==> src/rtl/rgn_iso_pkg.sv <==
`timescale 1ns/1ps
package rgn_iso_pkg;
    // word index of each register (byte offset / 4); software depends on this order
    localparam int NUM_REGS = 4;
    localparam int REG_STAT = 0;
    localparam int REG_CTRL = 1;
    localparam int REG_ILL  = 2;
    localparam int REG_VER  = 3;

    // control bits
    localparam int CTL_W    = 3;
    localparam int CTL_FRZ  = 0;
    localparam int CTL_RST  = 1;
    localparam int CTL_THAW = 2;

    // status bits
    localparam int ST_FDONE = 0;
    localparam int ST_TDONE = 1;

    // refusal log bits
    localparam int ILL_W    = 3;
    localparam int ILL_BOTH = 0;
    localparam int ILL_FRZ  = 1;
    localparam int ILL_THAW = 2;

    typedef enum logic [1:0] {
        PH_OPEN    = 2'd0,
        PH_CLOSING = 2'd1,
        PH_SHUT    = 2'd2,
        PH_OPENING = 2'd3
    } phase_e;
endpackage

==> src/rtl/rgn_iso_regdec.sv <==
`timescale 1ns/1ps
module rgn_iso_regdec
    import rgn_iso_pkg::*;
#(
    parameter int ADDR_W = 4
) (
    input  logic [ADDR_W-1:0]   addr,
    output logic [NUM_REGS-1:0] sel
);
    localparam int IDX_W = ADDR_W - 2;

    logic             aligned;
    logic [IDX_W-1:0] word;

    assign aligned = (addr[1:0] == 2'b00);
    assign word    = addr[ADDR_W-1:2];

    for (genvar i = 0; i < NUM_REGS; i++) begin : g_sel
        assign sel[i] = aligned && (word == IDX_W'(i));
    end
endmodule

==> src/rtl/rgn_iso_seq.sv <==
`timescale 1ns/1ps
module rgn_iso_seq
    import rgn_iso_pkg::*;
(
    input  logic             clk,
    input  logic             rst_n,
    input  logic             ctl_wr,
    input  logic [CTL_W-1:0] ctl_val,
    input  logic             quiesce_in,
    output logic             freeze_o,
    output logic             fdone_o,
    output logic             tdone_o,
    output logic             accept_o,
    output logic [ILL_W-1:0] ill_ev_o
);
    typedef struct packed {
        phase_e ph;
        logic   frz;
    } seq_regs_t;

    seq_regs_t r_q, r_d;
    logic want_frz, want_thaw, both, bad_frz, bad_thaw;

    always_comb begin
        want_frz  = ctl_val[CTL_FRZ];
        want_thaw = ctl_val[CTL_THAW];
        both      = ctl_wr && want_frz && want_thaw;
        bad_frz   = ctl_wr && want_frz && !want_thaw && (r_q.ph != PH_OPEN);
        bad_thaw  = ctl_wr && want_thaw && !want_frz && (r_q.ph != PH_SHUT);
        accept_o  = ctl_wr && !(both || bad_frz || bad_thaw);

        ill_ev_o           = '0;
        ill_ev_o[ILL_BOTH] = both;
        ill_ev_o[ILL_FRZ]  = bad_frz;
        ill_ev_o[ILL_THAW] = bad_thaw;

        r_d = r_q;
        unique case (r_q.ph)
            PH_OPEN: begin
                if (accept_o && want_frz) r_d.ph = PH_CLOSING;
            end
            PH_CLOSING: begin
                if (quiesce_in) r_d.ph = PH_SHUT;
            end
            PH_SHUT: begin
                if (accept_o && want_thaw) r_d.ph = PH_OPENING;
            end
            PH_OPENING: begin
                r_d.ph = PH_OPEN;
            end
            default: r_d.ph = PH_OPEN;
        endcase
        r_d.frz = (r_d.ph == PH_CLOSING) || (r_d.ph == PH_SHUT);
    end

    always_ff @(posedge clk or negedge rst_n) begin
        if (!rst_n) begin
            r_q <= '{ph: PH_OPEN, frz: 1'b0};
        end else begin
            r_q <= r_d;
        end
    end

    assign freeze_o = r_q.frz;
    assign fdone_o  = (r_q.ph == PH_SHUT);
    assign tdone_o  = (r_q.ph == PH_OPEN);
endmodule

==> src/rtl/rgn_iso_errlog.sv <==
`timescale 1ns/1ps
module rgn_iso_errlog
    import rgn_iso_pkg::*;
(
    input  logic             clk,
    input  logic             rst_n,
    input  logic [ILL_W-1:0] ev,
    input  logic             clr,
    output logic [ILL_W-1:0] log_o
);
    typedef struct packed {
        logic [ILL_W-1:0] flags;
    } log_regs_t;

    log_regs_t r_q, r_d;

    always_comb begin
        r_d = r_q;
        if (clr) r_d.flags = '0;
        else     r_d.flags = r_q.flags | ev;
    end

    always_ff @(posedge clk or negedge rst_n) begin
        if (!rst_n) r_q <= '0;
        else        r_q <= r_d;
    end

    assign log_o = r_q.flags;
endmodule

==> src/rtl/rgn_iso_ctrl.sv <==
`timescale 1ns/1ps
module rgn_iso_ctrl
    import rgn_iso_pkg::*;
#(
    parameter int          ADDR_W  = 4,
    parameter int          DATA_W  = 32,
    parameter logic [31:0] VERSION = 32'hAD00_0003
) (
    input  logic              clk,
    input  logic              rst_n,
    input  logic              bus_wr,
    input  logic              bus_rd,
    input  logic [ADDR_W-1:0] bus_addr,
    input  logic [DATA_W-1:0] bus_wdata,
    output logic [DATA_W-1:0] bus_rdata,
    input  logic              quiesce_in,
    output logic              freeze_out,
    output logic              region_rst
);
    typedef struct packed {
        logic [CTL_W-1:0]  ctrl;
        logic [DATA_W-1:0] rdata;
    } top_regs_t;

    top_regs_t r_q, r_d;

    logic [NUM_REGS-1:0] sel;
    logic                fdone, tdone, accept, ill_clr, ctl_wr;
    logic [ILL_W-1:0]    ill_ev, ill_log;
    logic [DATA_W-1:0]   rd_val;
    logic                unused_wdata;

    assign unused_wdata = ^bus_wdata[DATA_W-1:CTL_W];

    rgn_iso_regdec #(.ADDR_W(ADDR_W)) u_dec (
        .addr (bus_addr),
        .sel  (sel)
    );

    assign ctl_wr  = bus_wr && sel[REG_CTRL];
    assign ill_clr = bus_wr && sel[REG_ILL] && bus_wdata[0];

    rgn_iso_seq u_seq (
        .clk        (clk),
        .rst_n      (rst_n),
        .ctl_wr     (ctl_wr),
        .ctl_val    (bus_wdata[CTL_W-1:0]),
        .quiesce_in (quiesce_in),
        .freeze_o   (freeze_out),
        .fdone_o    (fdone),
        .tdone_o    (tdone),
        .accept_o   (accept),
        .ill_ev_o   (ill_ev)
    );

    rgn_iso_errlog u_log (
        .clk   (clk),
        .rst_n (rst_n),
        .ev    (ill_ev),
        .clr   (ill_clr),
        .log_o (ill_log)
    );

    always_comb begin
        rd_val = '0;
        if (sel[REG_STAT]) begin
            rd_val[ST_FDONE] = fdone;
            rd_val[ST_TDONE] = tdone;
        end
        if (sel[REG_CTRL]) rd_val[CTL_W-1:0] = r_q.ctrl;
        if (sel[REG_ILL])  rd_val[ILL_W-1:0] = ill_log;
        if (sel[REG_VER])  rd_val[31:0]      = VERSION;

        r_d = r_q;
        if (accept) r_d.ctrl  = bus_wdata[CTL_W-1:0];
        if (bus_rd) r_d.rdata = rd_val;
    end

    always_ff @(posedge clk or negedge rst_n) begin
        if (!rst_n) r_q <= '0;
        else        r_q <= r_d;
    end

    assign bus_rdata  = r_q.rdata;
    assign region_rst = r_q.ctrl[CTL_RST] && fdone;
endmodule

==> config.mk <==
export PLATFORM = sky130hd
export DESIGN_NAME = rgn_iso_ctrl
export DESIGN_NICKNAME = d
export VERILOG_FILES = /design/src/rtl/rgn_iso_pkg.sv /design/src/rtl/rgn_iso_regdec.sv /design/src/rtl/rgn_iso_seq.sv /design/src/rtl/rgn_iso_errlog.sv /design/src/rtl/rgn_iso_ctrl.sv
export SDC_FILE = /design/constraint.sdc
export NUM_CORES = 1
export LEC_CHECK = 0
export BUFFER_PORTS_ARGS = -buffer_cell sky130_fd_sc_hd__buf_2
export CORE_MARGIN = 3
export CORE_UTILIZATION = 42
export DETAILED_ROUTE_END_ITERATION = 12
export GPL_ROUTABILITY_DRIVEN = 1
export PLACE_DENSITY = 0.84
export SYNTH_ARGS = -nofsm -noshare
export SYNTH_HDL_FRONTEND = slang
export SYNTH_SLANG_ARGS = --single-unit
==> constraint.sdc <==
create_clock -name clk -period 2.12 [get_ports clk]
set_clock_uncertainty 0.15 [all_clocks]
set_input_delay 0.212 -clock clk [delete_from_list [all_inputs] [get_ports clk]]
set_output_delay 0.212 -clock clk [all_outputs]
set_load 0.02 [all_outputs]
==> run_results.csv, run 1 <==
group,metric,value,unit
sta,layout_worst_path_cycle_share,78.6,%
power_and_ir_drop,power.ir.vdd_worst,0.288,mV
clocking,cts.clk_slew.worst_paths,0.08,ns
power_and_ir_drop,static-leakage-power,0.470,nW
clocking,clkSinkCount,13,
grt,grt.met3_usage,2.45,%
yosys,synth.distinct_cells,38,
power_and_ir_drop,power_density_normalized_to_cell_area,699,nW/um^2
sta,worstMarginPinSlew,0.540,ns
sta,fmax,0.600,GHz
flow_run,max-cap-violations,0,
clocking,clkLatencyLatePin,0.29,ns
finish,num-fill-cells,209,
grt,grt_pass1_vias,620,
placement,numPortBuffers,21,
placement,gpl.final_weighted_congestion,0.892,
finish,layout_commonest_cell,"sky130_fd_sc_hd__conb_1",
route,drc,0,
yosys,synth.yosys.warnings,0,
finish,drive_gt1_share,26.5,%
finish,fin_nets,159,
status,run_status,"finished clean",
die,core-area,2080,sq um
yosys,synthesis.area_per_instance,9.38,sq um
grt,initial_antenna_violation_count,0,
die,die_h,54.4,um
grt,met2_usage,21.9,%
clocking,htree_levels,1,
hold_path,hold_path.class,"primary input to flop",
clocking,tritoncts,"built",
critical_path,critPathRequiredTime,1.76,ns
sta,final.min_clock_period,1.67,ns
route,dr_total_vias,730,
critical_path,timing.rr.end,"r_q[32]",
route,routed_wirelength,1820,um
critical_path,path_max_fanout,10,
critical_path,worst-r2r-setup-slack,0.58,ns
critical_path,worst-endpoint-arrival,1.30,ns
clocking,postCtsResizedCells,0,
sta,rsz0062_at_grt,"false",
critical_path,reg2regPathDepth,3,
finish,most_used_cells_in_the_layout_excluding_fill_and_tap_cells,"sky130_fd_sc_hd__conb_1 (24), sky130_fd_sc_hd__buf_2 (21), sky130_fd_sc_hd__dfrtp_1 (13)",
sta,finalSetupTns,0,ns
critical_path,worstSetupStartpoint,"u_seq.r_q[2]",
placement,dp_hpwl,1370,um
critical_path,startpoint_type,"flop",
yosys,synth_cells,105,
grt,globalRouteMet1Util,15.3,%
die,die-width,54.4,um
grt,grt_most_used_layer,"met2",
sta,relSlewSlack,63.8,%
clocking,clk_root_buffer_cell,"sky130_fd_sc_hd__clkbuf_4",
route,avgRoutedWirePerCell,12.6,um
yosys,post_synth_instance_area,985,sq um
critical_path,worstSetupEndpointType,"output pin",
die,num_io_pins,75,
finish,areaGrowthSynthToFinish,-0.381,%
sta,maxSlewViolCount,0,
critical_path,path_class,"flop to output pin",
grt,gr-usage-all-layers,13.4,%
route,antenna_violating_nets_post_route,0,
route,detailedRoute.firstPassIterationCount,4,
critical_path,crit_path_end,"region_rst",
placement,pre_cts_ws,0.602,ns
sta,timing_hold_violations_final,0,
finish,number_of_antenna_repair_diodes,0,
grt,total_gr_overflow,0,
clocking,cts_buffers,3,
sta,hold_ws,0.0230,ns
clocking,clock_tree.buffer_depth,2,
route,viasPerCell,5.07,
yosys,synth_sequential_area_ratio,33.0,%
die,std_cell_rows,16,
die,initial_utilization,47.3,%
grt,largest_net_degree_at_the_start_of_global_routing,14,
yosys,register_bit_total_from_synthesis,13,
route,drt_iter0_markers,17,
die,design.die.area,2960,sq um
critical_path,worstReg2RegStart,"u_seq.r_q[1]",
sta,report.final.setup_viol,0,
grt,grt_first_pass_wirelength,2790,um
sta,final.setup.worst_slack,0.454,ns
## per-stage QoR
stage	cells	power [mW]	instance area, sq um	util, %
3_5_place_dp	139	0.528	945	45.4
2_1_floorplan	128	0.519	1070	-
4_1_cts	144	0.685	981	47.1
6_report	144	0.685	981	47.1
3_3_place_gp	139	0.523	945	45.4
5_1_grt	144	0.724	981	47.1
## kinds of logic after synthesis
logic type             Yosys count  share of synthesized area (%)
buffers and inverters           40                           28.1
AO/OA/AOI/OAI                   26                           22.5
AND/OR/NAND/NOR                 25                           16.0
flip-flops                      13                           33.0
other                            1                          0.381
## layout make-up
cell class | instances | area [sq um] | area share (%)
clock buffers | 4 | 26.3 | 2.68
inverters | 3 | 11.3 | 1.15
multi-input cells | 75 | 469 | 47.8
flip-flops and latches | 13 | 325 | 33.2
well taps | 27 | 33.8 | 3.44
repair buffers | 22 | 115 | 11.7
## state kept, by name, indices dropped and copies added, names as in the netlist
register,count
u_seq.r_q,2
u_log.log_o,3
r_q,3
u_seq.freeze_o,1
bus_rdata,4
## synthesized netlist by cell type, drive strengths merged
library cell  instances  share of area [%]
o22a                  1               0.89
a31oi                 1               0.64
nand2b                3                2.2
or2                   1               0.64
or3b                  1                1.1
and2                  1               0.64
dfrtp                13                 33
a41oi                 3                2.7
nor2b                 1               0.64
nor2                  4                1.5
a211oi                2                1.5
o21a                  1               0.76
clkbuf                1               0.51
inv                   3                1.1
nand4                 2                1.3
buf                  36                 26
nor3b                 4                3.6
o22ai                 1               0.64
o221ai                2                1.8
conb                  1               0.38
nand3                 2                1.0
and2b                 1               0.76
a311oi                1               0.89
nand2                 3                1.1
a32o                  1                1.0
a22o                  1               0.89
a2111oi               1                2.8
o2bb2ai               3                2.7
o21ai                 4                2.0
nor3                  2                1.5
a21o                  1               0.76
o21ba                 1                1.0
o31ai                 1               0.76
o211ai                1               0.76
## worst min path at each step
stage,endpoint,depth (start not counted),from,slack (ns)
floorplan,bus_rdata[0],0,rst_n,-0.23
global placement,bus_rdata[0],1,rst_n,-0.05
detailed placement,bus_rdata[0],1,rst_n,-0.04
CTS,u_seq.r_q[1],2,quiesce_in,0.02
global route,u_seq.r_q[1],2,quiesce_in,0.02
finish,u_seq.r_q[1],2,quiesce_in,0.02
## worst max-delay path, cell delays in order, from the launching register on
cell,delay (ns)
sky130_fd_sc_hd__dfrtp_1,0.52
sky130_fd_sc_hd__nor2b_1,0.21
sky130_fd_sc_hd__and2_1,0.13
sky130_fd_sc_hd__buf_2,0.15
## metal layers
metal | share of wire, % | vias to the layer above | wire [um]
met4 | 1.7 | 0 | 30
met3 | 9.1 | 3 | 165
li1 | - | 346 | -
met1 | 40 | 336 | 734
met2 | 49 | 45 | 884
met5 | 0 | - | 0
## what timing repair did
item                                   4_1_cts  5_1_grt
hold buffers                                 1        0
endpoints found under the hold margin       13        0
buffers inserted                             0        0
## power breakdown
group	switching (mW)	internal, mW	total, mW
clock network	0.0862	0.0732	0.159
logic	0.142	0.0761	0.218
registers	0.0287	0.279	0.307
No activity file was read; power rests on OpenSTA's default activity.
==> run 2, diff against run 1 <==
Settings changed: CORE_UTILIZATION 42 to 39, PLACE_DENSITY 0.84 to 0.79.
Clock period 2.12 ns to 1.7 ns, I/O delays scaled along.
==> run 2 against run 1 <==
- power increased by 24%
- core utilization decreased by 3.5 points
- critical path depth increased by 1
- routed wire length increased by 3.3%
- first-iteration DRC count increased by 24%
- clock-buffer cell count unchanged
- combinational power increased by 27%
- highest routed layer unchanged
==> run_results.csv, run 2 (synthesis gave the netlist of run 1 again) <==
group,metric,value,unit
power_and_ir_drop,power_density_normalized_to_cell_area,849,nW/um^2
clocking,cts_buffers,3,
sta,final.min_clock_period,1.57,ns
placement,post_dp_cell_area,953,sq um
critical_path,crit_path_end,"region_rst",
critical_path,timing.rr.end,"r_q[32]",
placement,dp_hpwl,1490,um
die,die-width,56.2,um
die,core-area,2300,sq um
finish,drive_gt1_share,27.7,%
hold_path,hold_path.class,"primary input to flop",
sta,final.setup.worst_slack,0.125,ns
die,std_cell_rows,17,
sta,rsz0062_at_grt,"false",
critical_path,path_max_fanout,9,
placement,pre_cts_ws,0.246,ns
critical_path,critPathRequiredTime,1.38,ns
clocking,htree_levels,1,
grt,largest_net_degree_at_the_start_of_global_routing,14,
clocking,clkLatencyLatePin,0.27,ns
critical_path,worstSetupEndpointType,"output pin",
power_and_ir_drop,static-leakage-power,0.479,nW
die,design.die.area,3160,sq um
grt,total_gr_overflow,0,
sta,fmax,0.635,GHz
finish,layout.core_utilization,43.6,%
route,viasPerCell,4.97,
route,detailedRoute.firstPassIterationCount,4,
power_and_ir_drop,p_sw_share,36.8,%
sta,relSlewSlack,66.8,%
power_and_ir_drop,power.ir.vdd_worst,0.507,mV
critical_path,startpoint_type,"flop",
flow_run,max-cap-violations,0,
route,drc,0,
clocking,tritoncts,"built",
clocking,clock_tree.buffer_depth,2,
sta,maxSlewViolCount,0,
finish,most_used_cells_in_the_layout_excluding_fill_and_tap_cells,"sky130_fd_sc_hd__conb_1 (24), sky130_fd_sc_hd__buf_2 (21), sky130_fd_sc_hd__dfrtp_1 (12)",
route,avgRoutedWirePerCell,12.7,um
die,initial_utilization,42.9,%
sta,layout_worst_path_cycle_share,92.6,%
critical_path,worst-endpoint-arrival,1.25,ns
finish,fin_nets,161,
route,routed_wirelength,1870,um
sta,timing_hold_violations_final,0,
clocking,cts.clk_slew.worst_paths,0.07,ns
status,run_status,"finished clean",
finish,number_of_antenna_repair_diodes,0,
finish,flip_flop_count_of_the_largest_register_all_copies_and_words_added,4,
power_and_ir_drop,p_comb_share,32.6,%
finish,final_design_area_no_fill,1000,sq um
die,num_io_pins,75,
sta,hold_ws,0.0269,ns
critical_path,path_class,"flop to output pin",
sta,report.final.setup_viol,0,
placement,numPortBuffers,21,
power_and_ir_drop,share_seq_of_total_power,45.6,%
grt,initial_antenna_violation_count,0,
power_and_ir_drop,internal,0.537,mW
critical_path,worst-r2r-setup-slack,0.31,ns
grt,grt_pass1_vias,659,
critical_path,worstSetupStartpoint,"u_seq.r_q[1]",
finish,areaGrowthSynthToFinish,1.65,%
grt,grt_first_pass_wirelength,3060,um
finish,layout_commonest_cell,"sky130_fd_sc_hd__conb_1",
placement,gpl.final_weighted_congestion,0.927,
route,antenna_violating_nets_post_route,0,
power_and_ir_drop,p_sw,0.312,mW
power_and_ir_drop,clock_power_share,21.7,%
clocking,clkSinkCount,13,
critical_path,worstReg2RegStart,"u_seq.r_q[1]",
route,dr_total_vias,730,
route,drt_iter0_markers,21,
sta,finalSetupTns,0,ns
critical_path,reg2regPathDepth,3,
grt,gr-usage-all-layers,12.2,%
clocking,clk_root_buffer_cell,"sky130_fd_sc_hd__clkbuf_4",
sta,worstMarginPinSlew,0.496,ns
die,die_h,56.2,um
-- run 2: changes by cell type in the layout (fill, tap and decap cells not counted) --
cell	delta
sky130_fd_sc_hd__buf_4	+1
sky130_fd_sc_hd__dfrtp_1	-1
sky130_fd_sc_hd__dfrtp_2	+1
sky130_fd_sc_hd__dlygate4sd3_1	+1
-- run 2: worst max-delay path, stage by stage (launching register included) --
cell	delay, ns
sky130_fd_sc_hd__dfrtp_1	0.38
sky130_fd_sc_hd__buf_4	0.16
sky130_fd_sc_hd__nor2b_1	0.15
sky130_fd_sc_hd__and2_1	0.13
sky130_fd_sc_hd__buf_2	0.16
-- run 2: how the worst min path moves through the flow --
stage                               to  slack [ns]  depth (start not counted)         start
after floorplan           bus_rdata[0]       -0.28                          0         rst_n
after global placement    bus_rdata[2]       -0.09                          1         rst_n
after detailed placement  bus_rdata[2]       -0.08                          1         rst_n
after CTS                      r_q[33]        0.02                          3  bus_wdata[1]
after global routing           r_q[33]        0.04                          3  bus_wdata[1]
final                          r_q[33]        0.03                          3  bus_wdata[1]
-- run 2: layout make-up --
class | count | area [sq um]
Inverter | 3 | 11.3
Clock buffer | 4 | 26.3
Sequential cell | 13 | 327
Multi-Input combinational cell | 75 | 469
Timing Repair Buffer | 24 | 133
Tap cell | 28 | 35.0
Fill cell | 220 | 1300
-- run 2: power by group through the flow --
stage	Clock, mW	Combinational, mW	Sequential (mW)
floorplan	0	0.271	0.376
global placement	0	0.265	0.388
detailed placement	0	0.273	0.390
CTS	0.193	0.276	0.385
global route	0.214	0.299	0.396
finish	0.185	0.277	0.388
-- run 2: layer usage --
metal  GRT usage (%)  vias up  share of wire (%)
li1                -      346                  -
met1            14.1      342                 38
met2            20.9       40                 53
met3            4.18        2                8.5
met4            4.41        0               0.69
met5               0        -                  0
-- run 2: repair_timing --
item / 4_1_cts / 5_1_grt
endpoints found under the hold margin: 14 / 0
hold buffers: 2 / 0
endpoints found under the setup margin: 0 / 1
gates resized for setup: 0 / 1
buffers inserted: 0 / 0
-- run 2: stage by stage --
step	cells	power, mW
finish	147	0.849
global route	147	0.908
CTS	147	0.854
detailed placement	141	0.663
global placement	141	0.652
floorplan	128	0.647
